**config.mk**
```make
export PLATFORM = sky130hd
export DESIGN_NAME = ovs_avg_filter
export DESIGN_NICKNAME = d
export VERILOG_FILES = /design/src/rtl/ovs_avg_pkg.sv /design/src/rtl/ovs_burst_ctrl.sv /design/src/rtl/ovs_acc_bank.sv /design/src/rtl/ovs_result_regs.sv /design/src/rtl/ovs_avg_filter.sv
export SDC_FILE = /design/constraint.sdc
export NUM_CORES = 1
export LEC_CHECK = 0
export ABC_AREA = 1
export BUFFER_PORTS_ARGS = -buffer_cell sky130_fd_sc_hd__clkbuf_2
export CAP_MARGIN = 40
export CORE_ASPECT_RATIO = 1.25
export CORE_MARGIN = 3
export CORE_UTILIZATION = 60
export CTS_CLUSTER_SIZE = 8
export DETAILED_ROUTE_END_ITERATION = 7
export PLACE_DENSITY = 0.77
export SLEW_MARGIN = 15
export SYNTH_ARGS = -nofsm -noshare
export SYNTH_HDL_FRONTEND = slang
export SYNTH_SLANG_ARGS = --single-unit
export TNS_END_PERCENT = 10
```
**constraint.sdc**
```tcl
create_clock -name clk -period 8.45 [get_ports clk]
set_clock_uncertainty 0.15 [all_clocks]
set_input_delay 1.69 -clock clk [delete_from_list [all_inputs] [get_ports clk]]
set_output_delay 1.69 -clock clk [all_outputs]
set_load 0.03 [all_outputs]
```
**src/rtl/ovs_avg_pkg.sv**
```systemverilog
package ovs_avg_pkg;
    localparam int SAMPLE_W    = 16;
    localparam int NUM_CH      = 8;
    localparam int CH_IDX_W    = 4;
    localparam int MAX_LOG2    = 6;
    localparam int RATIO_SEL_W = 3;
    localparam int ACC_W       = SAMPLE_W + MAX_LOG2;
    localparam int STEP_W      = (MAX_LOG2 > 0) ? MAX_LOG2 : 1;
    localparam int SHIFT_W     = $clog2(MAX_LOG2 + 1);

    typedef logic signed [SAMPLE_W-1:0] sample_t;
    typedef logic signed [ACC_W-1:0]    acc_t;

    typedef struct packed {
        logic                valid;
        logic [CH_IDX_W-1:0] ch;
        sample_t             data;
    } smp_beat_t;

    typedef enum logic {ST_IDLE, ST_BURST} burst_st_e;

    localparam acc_t ACC_SMAX = acc_t'((1 <<< (SAMPLE_W - 1)) - 1);
    localparam acc_t ACC_SMIN = acc_t'(-(1 <<< (SAMPLE_W - 1)));

    function automatic logic [SHIFT_W-1:0] ratio_shift(input logic [RATIO_SEL_W-1:0] sel);
        if (int'(sel) > MAX_LOG2)
            return SHIFT_W'(MAX_LOG2);
        return SHIFT_W'(sel);
    endfunction

    function automatic sample_t mean_sat(input acc_t acc, input logic [SHIFT_W-1:0] sh);
        acc_t q;
        q = acc >>> sh;
        if (q > ACC_SMAX)
            q = ACC_SMAX;
        else if (q < ACC_SMIN)
            q = ACC_SMIN;
        return sample_t'(q[SAMPLE_W-1:0]);
    endfunction
endpackage

```
**src/rtl/ovs_burst_ctrl.sv**
```systemverilog
module ovs_burst_ctrl
    import ovs_avg_pkg::*;
(
    input  logic                   clk,
    input  logic                   rst,
    input  logic                   burst_start,
    input  logic [RATIO_SEL_W-1:0] ratio_sel,
    input  smp_beat_t              beat,
    output logic                   accept,
    output logic                   clear,
    output logic                   done,
    output logic [SHIFT_W-1:0]     shift
);
    burst_st_e          st_q;
    logic [SHIFT_W-1:0] shift_q;
    logic [STEP_W-1:0]  step_q;
    logic [STEP_W-1:0]  step_lim;
    logic               last_ch;

    assign step_lim = STEP_W'((1 << shift_q) - 1);
    assign last_ch  = (beat.ch == CH_IDX_W'(NUM_CH - 1));
    assign accept   = (st_q == ST_BURST) && !burst_start && beat.valid
                      && (int'(beat.ch) < NUM_CH);
    assign done     = accept && last_ch && (step_q == step_lim);
    assign clear    = burst_start;
    assign shift    = shift_q;

    always_ff @(posedge clk) begin
        if (rst) begin
            st_q    <= ST_IDLE;
            shift_q <= '0;
            step_q  <= '0;
        end else if (burst_start) begin
            st_q    <= ST_BURST;
            shift_q <= ratio_shift(ratio_sel);
            step_q  <= '0;
        end else if (done) begin
            st_q    <= ST_IDLE;
            step_q  <= '0;
        end else if (accept && last_ch) begin
            step_q  <= step_q + 1'b1;
        end
    end
endmodule

```
**src/rtl/ovs_acc_bank.sv**
```systemverilog
module ovs_acc_bank
    import ovs_avg_pkg::*;
(
    input  logic                        clk,
    input  logic                        rst,
    input  logic                        clear,
    input  logic                        accept,
    input  smp_beat_t                   beat,
    output logic [NUM_CH-1:0][ACC_W-1:0] acc_next
);
    acc_t smp_ext;
    assign smp_ext = acc_t'(beat.data);

    for (genvar c = 0; c < NUM_CH; c++) begin : g_ch
        acc_t acc_q;
        acc_t nxt;
        logic hit;

        assign hit = accept && (beat.ch == CH_IDX_W'(c));

        always_comb begin
            if (clear)
                nxt = '0;
            else if (hit)
                nxt = acc_q + smp_ext;
            else
                nxt = acc_q;
        end

        assign acc_next[c] = nxt;

        always_ff @(posedge clk) begin
            if (rst)
                acc_q <= '0;
            else
                acc_q <= nxt;
        end
    end
endmodule

```
**src/rtl/ovs_result_regs.sv**
```systemverilog
module ovs_result_regs
    import ovs_avg_pkg::*;
(
    input  logic                         clk,
    input  logic                         rst,
    input  logic                         done,
    input  logic [SHIFT_W-1:0]           shift,
    input  logic [NUM_CH-1:0][ACC_W-1:0] acc_next,
    output logic [NUM_CH*SAMPLE_W-1:0]   result,
    output logic                         ready
);
    for (genvar c = 0; c < NUM_CH; c++) begin : g_res
        sample_t res_q;

        always_ff @(posedge clk) begin
            if (rst)
                res_q <= '0;
            else if (done)
                res_q <= mean_sat(acc_t'(acc_next[c]), shift);
        end

        assign result[c*SAMPLE_W +: SAMPLE_W] = res_q;
    end

    always_ff @(posedge clk) begin
        if (rst)
            ready <= 1'b0;
        else
            ready <= done;
    end
endmodule

```
**src/rtl/ovs_avg_filter.sv**
```systemverilog
module ovs_avg_filter
    import ovs_avg_pkg::*;
(
    input  logic                       clk,
    input  logic                       rst,
    input  logic [SAMPLE_W-1:0]        smp_data_i,
    input  logic [CH_IDX_W-1:0]        smp_ch_i,
    input  logic                       smp_valid_i,
    input  logic [RATIO_SEL_W-1:0]     ratio_sel_i,
    input  logic                       burst_start_i,
    output logic [NUM_CH*SAMPLE_W-1:0] result_o,
    output logic                       results_ready_o
);
    smp_beat_t                   beat;
    logic                        accept;
    logic                        clear;
    logic                        done;
    logic [SHIFT_W-1:0]          shift;
    logic [NUM_CH-1:0][ACC_W-1:0] acc_next;

    assign beat.valid = smp_valid_i;
    assign beat.ch    = smp_ch_i;
    assign beat.data  = sample_t'(smp_data_i);

    ovs_burst_ctrl u_ctrl (
        .clk         (clk),
        .rst         (rst),
        .burst_start (burst_start_i),
        .ratio_sel   (ratio_sel_i),
        .beat        (beat),
        .accept      (accept),
        .clear       (clear),
        .done        (done),
        .shift       (shift)
    );

    ovs_acc_bank u_bank (
        .clk      (clk),
        .rst      (rst),
        .clear    (clear),
        .accept   (accept),
        .beat     (beat),
        .acc_next (acc_next)
    );

    ovs_result_regs u_res (
        .clk      (clk),
        .rst      (rst),
        .done     (done),
        .shift    (shift),
        .acc_next (acc_next),
        .result   (result_o),
        .ready    (results_ready_o)
    );
endmodule

```
; ---- Yosys cells after proc, flatten, opt, wreduce, memory -nomap -nowiden
; Index checks and enable logic that the tools add are counted.
[totals]
regBits = 315
output_inout_bits = 129
[op_classes]
add_sub_neg = 10
n_lt_le_gt_ge = 18
eq_ne = 8
shift = 9
n_mux = 39
n_reduce_logical = 16
[ops]
columns = op, n
row1 = 22-bit 2-to-1 mux, 16
row2 = 16-bit 2-to-1 mux, 16
row3 = 22-bit by 16-bit adder with 22-bit output, 8
row4 = 22-bit by 16-bit greater-than comparator with 1-bit output (second input constant), 8
row5 = 22-bit by 16-bit less-than comparator with 1-bit output (second input constant), 8
row6 = 22-bit by 3-bit >>> shifter with 22-bit output, 8
row7 = 4-bit by 3-bit equality test with 1-bit output (second input constant), 4
row8 = 1-bit logical AND, 12
row9 = 4-bit by 2-bit equality test with 1-bit output (second input constant), 2
row10 = 6-bit by 1-bit adder with 6-bit output (second input constant), 1
row11 = 6-bit equality test, 1
row12 = 3-bit 2-to-1 mux, 2
row13 = 1-bit by 3-bit left shift with 6-bit output (first input constant), 1
row14 = 6-bit by 2-bit subtractor with 6-bit output (second input constant), 1
row15 = 1-bit 2-to-1 mux, 5
row16 = 4-bit by 1-bit equality test with 1-bit output (second input constant), 1
row17 = 4-bit zero test, 1
row18 = 4-bit less-than comparator (second input constant), 1
row19 = 3-bit greater-than comparator (second input constant), 1
row20 = 3-bit OR reduction, 1
row21 = 2-bit nonzero test, 1
row22 = 1-bit zero test, 1

; ---- Logic depth before layout (Yosys ltp)
[depth]
depth_word = 11
mapped_depth = 24
ltp_nobuf = 23

; ---- Modules after synthesis
; From an unflattened synthesis, not the netlist that was laid out.
[unflattened]
cells_unflattened = 5491
area_unflattened_um2 = 30364.1
[modules_own_cells]
columns = mod, n_inst, cells_each, area_each_um2
row1 = ovs_acc_bank, 1, 3549, 19229.7
row2 = ovs_result_regs, 1, 1846, 10477.5
row3 = ovs_burst_ctrl, 1, 96, 656.9

; ---- Worst setup path before layout
; OpenSTA, ideal clock, no wires.
[synth_path]
kind = input to register
startpoint = input smp_data_i[0]
endpoint = register u_res.g_res[4].res_q[11]
arrival_time_ps = 3978
t_required_ps = 8183
path_slack_ps = 4205
cell_stages = 23
path_cell_list = ha_1 -> fa_1 -> nand2_1 -> nand2_1 -> o21ai_0 -> inv_1 -> nand3_1 -> nand3_1 -> nand2_1 -> nand3_1 -> nand3_1 -> nand2_1 -> nand2_1 -> nand2_1 -> nand2_1 -> nand2_1 -> nor2_1 -> nand3_1 -> nand2_1 -> nand2_1 -> buf_4 -> nor2_1 -> nor2_1
[synth_via]
elab_chain_len = 7
word_cells_on_any_way = 8
classes_between = add/sub: 1 / order compare: 2 / shift: 1 / mux: 4
[synth_rtl]
columns = element, line
row1 = from (decl), ovs_avg_filter.sv:6  ; input logic [SAMPLE_W-1:0] smp_data_i,
row2 = 22-bit by 16-bit adder with 22-bit output (*), ovs_acc_bank.sv:25  ; nxt = acc_q + smp_ext;
row3 = 22-bit 2-to-1 mux (*), ovs_acc_bank.sv:24  ; else if (hit)
row4 = 22-bit 2-to-1 mux (*), ovs_acc_bank.sv:22  ; if (clear)
row5 = 22-bit by 3-bit >>> shifter with 22-bit output (*), ovs_avg_pkg.sv:33  ; q = acc >>> sh;
row6 = 22-bit by 16-bit less-than comparator with 1-bit output, ovs_avg_pkg.sv:36  ; else if (q < ACC_SMIN)
row7 = 16-bit 2-to-1 mux, ovs_avg_pkg.sv:36
row8 = 16-bit 2-to-1 mux (*), ovs_avg_pkg.sv:34  ; if (q > ACC_SMAX)
row9 = to (signal assigned), ovs_result_regs.sv:19  ; res_q <= mean_sat(acc_t'(acc_next[c]), shift);
row10 = to (decl), ovs_result_regs.sv:13  ; sample_t res_q;
; Mark *: on every way between the ends. The rest lies on a longest branch, timed or not.
; A chain may end at the register's enable or synchronous reset.

; ---- Worst setup path in the final report
[layout_path]
startpoint = input smp_data_i[0]
endpoint = register u_res.g_res[1].res_q[4]
[layout_via]
elab_chain_len = 7
word_cells_on_any_way = 8
classes_between = add/sub: 1 / order compare: 2 / shift: 1 / mux: 4
[layout_rtl]
columns = element, line
row1 = 22-bit by 16-bit adder with 22-bit output (*), ovs_acc_bank.sv:25
row2 = 22-bit 2-to-1 mux (*), ovs_acc_bank.sv:24
row3 = 22-bit 2-to-1 mux (*), ovs_acc_bank.sv:22
row4 = 22-bit by 3-bit >>> shifter with 22-bit output (*), ovs_avg_pkg.sv:33
row5 = 22-bit by 16-bit less-than comparator with 1-bit output, ovs_avg_pkg.sv:36
row6 = 16-bit 2-to-1 mux, ovs_avg_pkg.sv:36
row7 = 16-bit 2-to-1 mux (*), ovs_avg_pkg.sv:34
row8 = to (signal assigned), ovs_result_regs.sv:19
row9 = to (decl), ovs_result_regs.sv:13
; Marks and branches as above.

==> results summary <==
The flow ran to the end, and the final reports show no timing, DRC or antenna violations. The part of the Yosys area used for sequential elements is between 20% and 30%. The internal power of the cells is 2.63 mW. The final global-route overflow total is 0.

In the finished design, the share of the clock period the worst path needs comes to 60.5%. The cell sitting at the root of the clock tree is a clkbuf_16. The via count of the first global-routing pass is around 30,000. The number of clock sinks seen by CTS came out at between 300 and 400. The number of buffers inserted during clock tree synthesis came out at 46. CTS built an H-tree with a depth of 2. The synthesized design contains between 300 and 400 register bits. The post-detailed-route DRC marker count came out at 0. The DRC violation total after the first TritonRoute iteration is about 2,600. The number of placed cells counting well taps is between 5,000 and 6,000. The fraction of layout instances using a drive strength above 1 is 7.66%. The HPWL reported at the end of detailed placement came out at 71.9 mm.

The number of placement rows came out at 90. The switching power came out at about 1.2 mW. The initial antenna violation count was 2. The data required time of the worst path is a little under 9 ns. The cell area power density came out at between 100 and 150 mW/mm². The number of antenna-violating nets in the routed design is 0. The area added between synthesis and finish came out at 6.67%. The maximum clock path buffer count came out at 3.

The floorplan die width came out at 205 µm. The overall power after layout is ~3.8 mW. The clock reaches the later pin of the worst-skew pair after 0.59 ns. The final setup violation count came out at 0. The number of filler instances in the final layout came out at ~5,000. The final antenna diode count is 0. Synthesis produced approximately 5,000 cells. The overall via count from detail_route came out at 33,000. Buffers inserted to repair hold after CTS numbered 0. The wire length of the first global-routing pass came out at ~150 mm. between 150 and 200 I/O pins were placed. The largest fanout on the critical path is 13. The time the final worst path needs with I/O delays and setup is slightly above 5 ns. The TritonCTS clock tree is done. The final worst slack is approximately 3.3 ns. The overall routed net length came out at about 98 mm.

The post-detailed-route wirelength per cell came out at 16.9 µm. Clock-pin slew was measured on the worst setup and hold paths at 0.05 ns. The post-place setup slack is around 2.6 ns. Entering global routing, the biggest net connects a little under 100 pins.

The weighted congestion at the end of routability-driven global placement came out at about 0.98. The number of violations of the max-capacitance limit came out at 0. Leaving out fill and tap cells, the most frequent cells in the layout are nand2_1, nor2_1, nand3_1. The portion of total power attributed to sequential cells is between 30% and 40%. The global routing usage summed across all routing layers is a little over a third.

The number of nets in the synthesized netlist is approximately 5,300. Before antenna repair, the detailed router went through 6 iterations. Setup repair after global routing left no endpoint under its margin. The fraction of power spent switching nets came out at a little under a third. The final number of max-transition violations came out at 0.

The vertical die dimension is between 200 and 300 µm. Headroom to the max-slew limit came out at 40.3%. The predominant post-synthesis flop cell is dfxtp_1.

Walking the worst path, the cells encountered are clkbuf_2 > ha_1 > fa_1 > nand3_1 > nand3_1 > nand2_1 > nand2_1 > nand3_1 > nand2_1 > nand2_1 > nand3_1 > nand3_1 > nand2_1 > nand2_1 > nand3_1 > nand2_1 > inv_1 > nor2_1 > nand3_1 > a21oi_2 > a21oi_1. The post-cts repair resize count is 0. The count of endpoints failing hold in the final timing report was 0. Of the total power, the clock network draws ~45%. Synthesis instantiated 59 different standard cells from the library. On the critical path, the stage with the largest delay is an instance of a21oi_2. The type of the worst min-delay path is register to register. The largest single stage delay on the critical path is 0.62 ns. The category of the worst setup path capture point is a register. Once the clock tree was built, the setup fixing pass inserted 0 buffers. The post-synthesis area per instance is between 5 and 6 µm². The die area came out at between 0.05 and 0.06 mm². The fraction of registers with async set/reset is 0%.

The initial core utilization came out at 60.9%. The maximum clock frequency came out at 0.195 GHz. In this run, the combinational gates consume 15.7% of the power.

The netlist area before placement came out at roughly 0.030 mm². The number of synthesis warnings came out at 0. At the pin with the least slew margin, the transition time is between 0.8 and 0.9 ns.

Cells fill between 60% and 70% of the core in the end. At the end of the flow, the number of nets in the layout was between 5,000 and 6,000. The arrival time at the worst endpoint came out at about 5.4 ns. The critical path startpoint category is an input port. Input and output buffers added on the ports amount to about 160. The static leakage power is ~16 nW.

The library cell used most frequently in the layout, excluding fill and tap cells, is nand2_1. The number of enable-type register cells in the synthesized netlist came out at 0. For this run, the number of standard cells in the final layout without fillers is around 5,800. The final total negative setup slack came out at 0 ns. The critical path in this run is classified as input port to register. The maximum vdd drop came out at roughly 140 µV. The total area inside the core boundary comes to approximately 0.049 mm². The detailed-route vias per instance came out at around 5.7.
[power by group through the flow]
stage / Sequential (mW) / Combinational (mW) / Clock, mW
after floorplan: 1.52 / 0.421 / 0
after global placement: 1.53 / 0.573 / 0
after detailed placement: 1.53 / 0.575 / 0
after global routing: 1.50 / 0.653 / 1.76
final: 1.50 / 0.595 / 1.70
after CTS: 1.50 / 0.579 / 1.71
[metal layers]
layer	vias to the layer above	wire [µm]	track usage [%]
met5	-	15	0
met4	2	4860	17.2
met1	14900	41000	45.1
met2	1161	45200	62.6
li1	16700	-	-
met3	262	7170	5.86
[logic make-up (layout without fill, tap and decap cells)]
logic type	after synthesis	after routing	share of synthesized area (%)
mux	22	22	0.745
simple gates	3043	3043	43.2
compound gates	777	777	14.6
fa+ha+maj	178	178	7.73
xor+xnor	71	71	2.10
buf+inv	731	753	10.3
flops	315	315	21.3
[flip-flops by register name (all words and copies together), names as in the netlist]
signal / flops
u_ctrl.st_q: 1
u_bank.g_ch.acc_q: 176
u_ctrl.shift: 3
u_res.ready: 1
u_ctrl.step_q: 6
u_res.g_res.res_q: 128
[worst max-delay path, delay by kind of cell]
kind,cells,cell delay [ns]
simple gates,15,1.68
compound gates,2,0.77
buf+inv,2,0.34
fa+ha+maj,2,0.88
[synth_stat cells, drive strengths merged, types with 2 or more instances]
cell type	count	share of area, %
nand2	1565	20
mux2i	22	0.74
ha	170	7.2
clkinv	3	0.042
a21oi	305	5.7
a31oi	24	0.51
and3	3	0.063
o22ai	7	0.15
nand3	593	10
nor3	20	0.34
nor2	754	10
a21o	7	0.18
o21a	3	0.076
dfxtp	315	21
inv	510	6.5
o211ai	27	0.69
a21boi	3	0.076
xor2	33	0.98
fa	8	0.54
o21bai	11	0.28
nor3b	2	0.051
o221ai	9	0.27
a211oi	5	0.14
nand4	36	0.83
o21ai	368	6.3
xnor2	38	1.1
clkbuf	94	1.2
nor4	15	0.32
and2	8	0.17
or2	37	0.78
nand3b	9	0.23
a221oi	4	0.12
buf	124	2.6
[final timing paths]
path / startpoint / end / depth (start not counted) / slack [ns]
setup / recovery: smp_data_i[0] / u_res.g_res[1].res_q[4]$_SDFFE_PP0P_ / 21 / 3.33
hold / removal: u_res.g_res[7].res_q[2]$_SDFFE_PP0P_ / u_res.g_res[7].res_q[2]$_SDFFE_PP0P_ / 2 / 0.32
setup reg to reg: u_ctrl.shift[1]$_SDFFE_PP0P_ / u_res.g_res[4].res_q[0]$_SDFFE_PP0P_ / 15 / 3.71
hold reg to reg: u_res.g_res[7].res_q[2]$_SDFFE_PP0P_ / u_res.g_res[7].res_q[2]$_SDFFE_PP0P_ / 2 / 0.32
[through the flow]
| step | hold slack (ns) | instance area (µm²) |
|---|---|---|
| detailed placement | 0.306 | 30300 |
| global placement | 0.304 | 30300 |
| finish | 0.319 | 31500 |
| global route | 0.328 | 31500 |
| CTS | 0.314 | 31500 |
| floorplan | 0.326 | 29600 |
[final cells by class]
class | instances | area [µm²] | area share (%)
clock inverter | 4 | 41.3 | 0.131
tap | 644 | 806 | 2.55
multi-input combinational | 4091 | 20200 | 64.1
clock buffer | 54 | 1190 | 3.78
inverter | 513 | 1950 | 6.18
timing repair buffer | 182 | 1020 | 3.24
sequential | 315 | 6320 | 20.0
(Power assumes the default switching activity.)
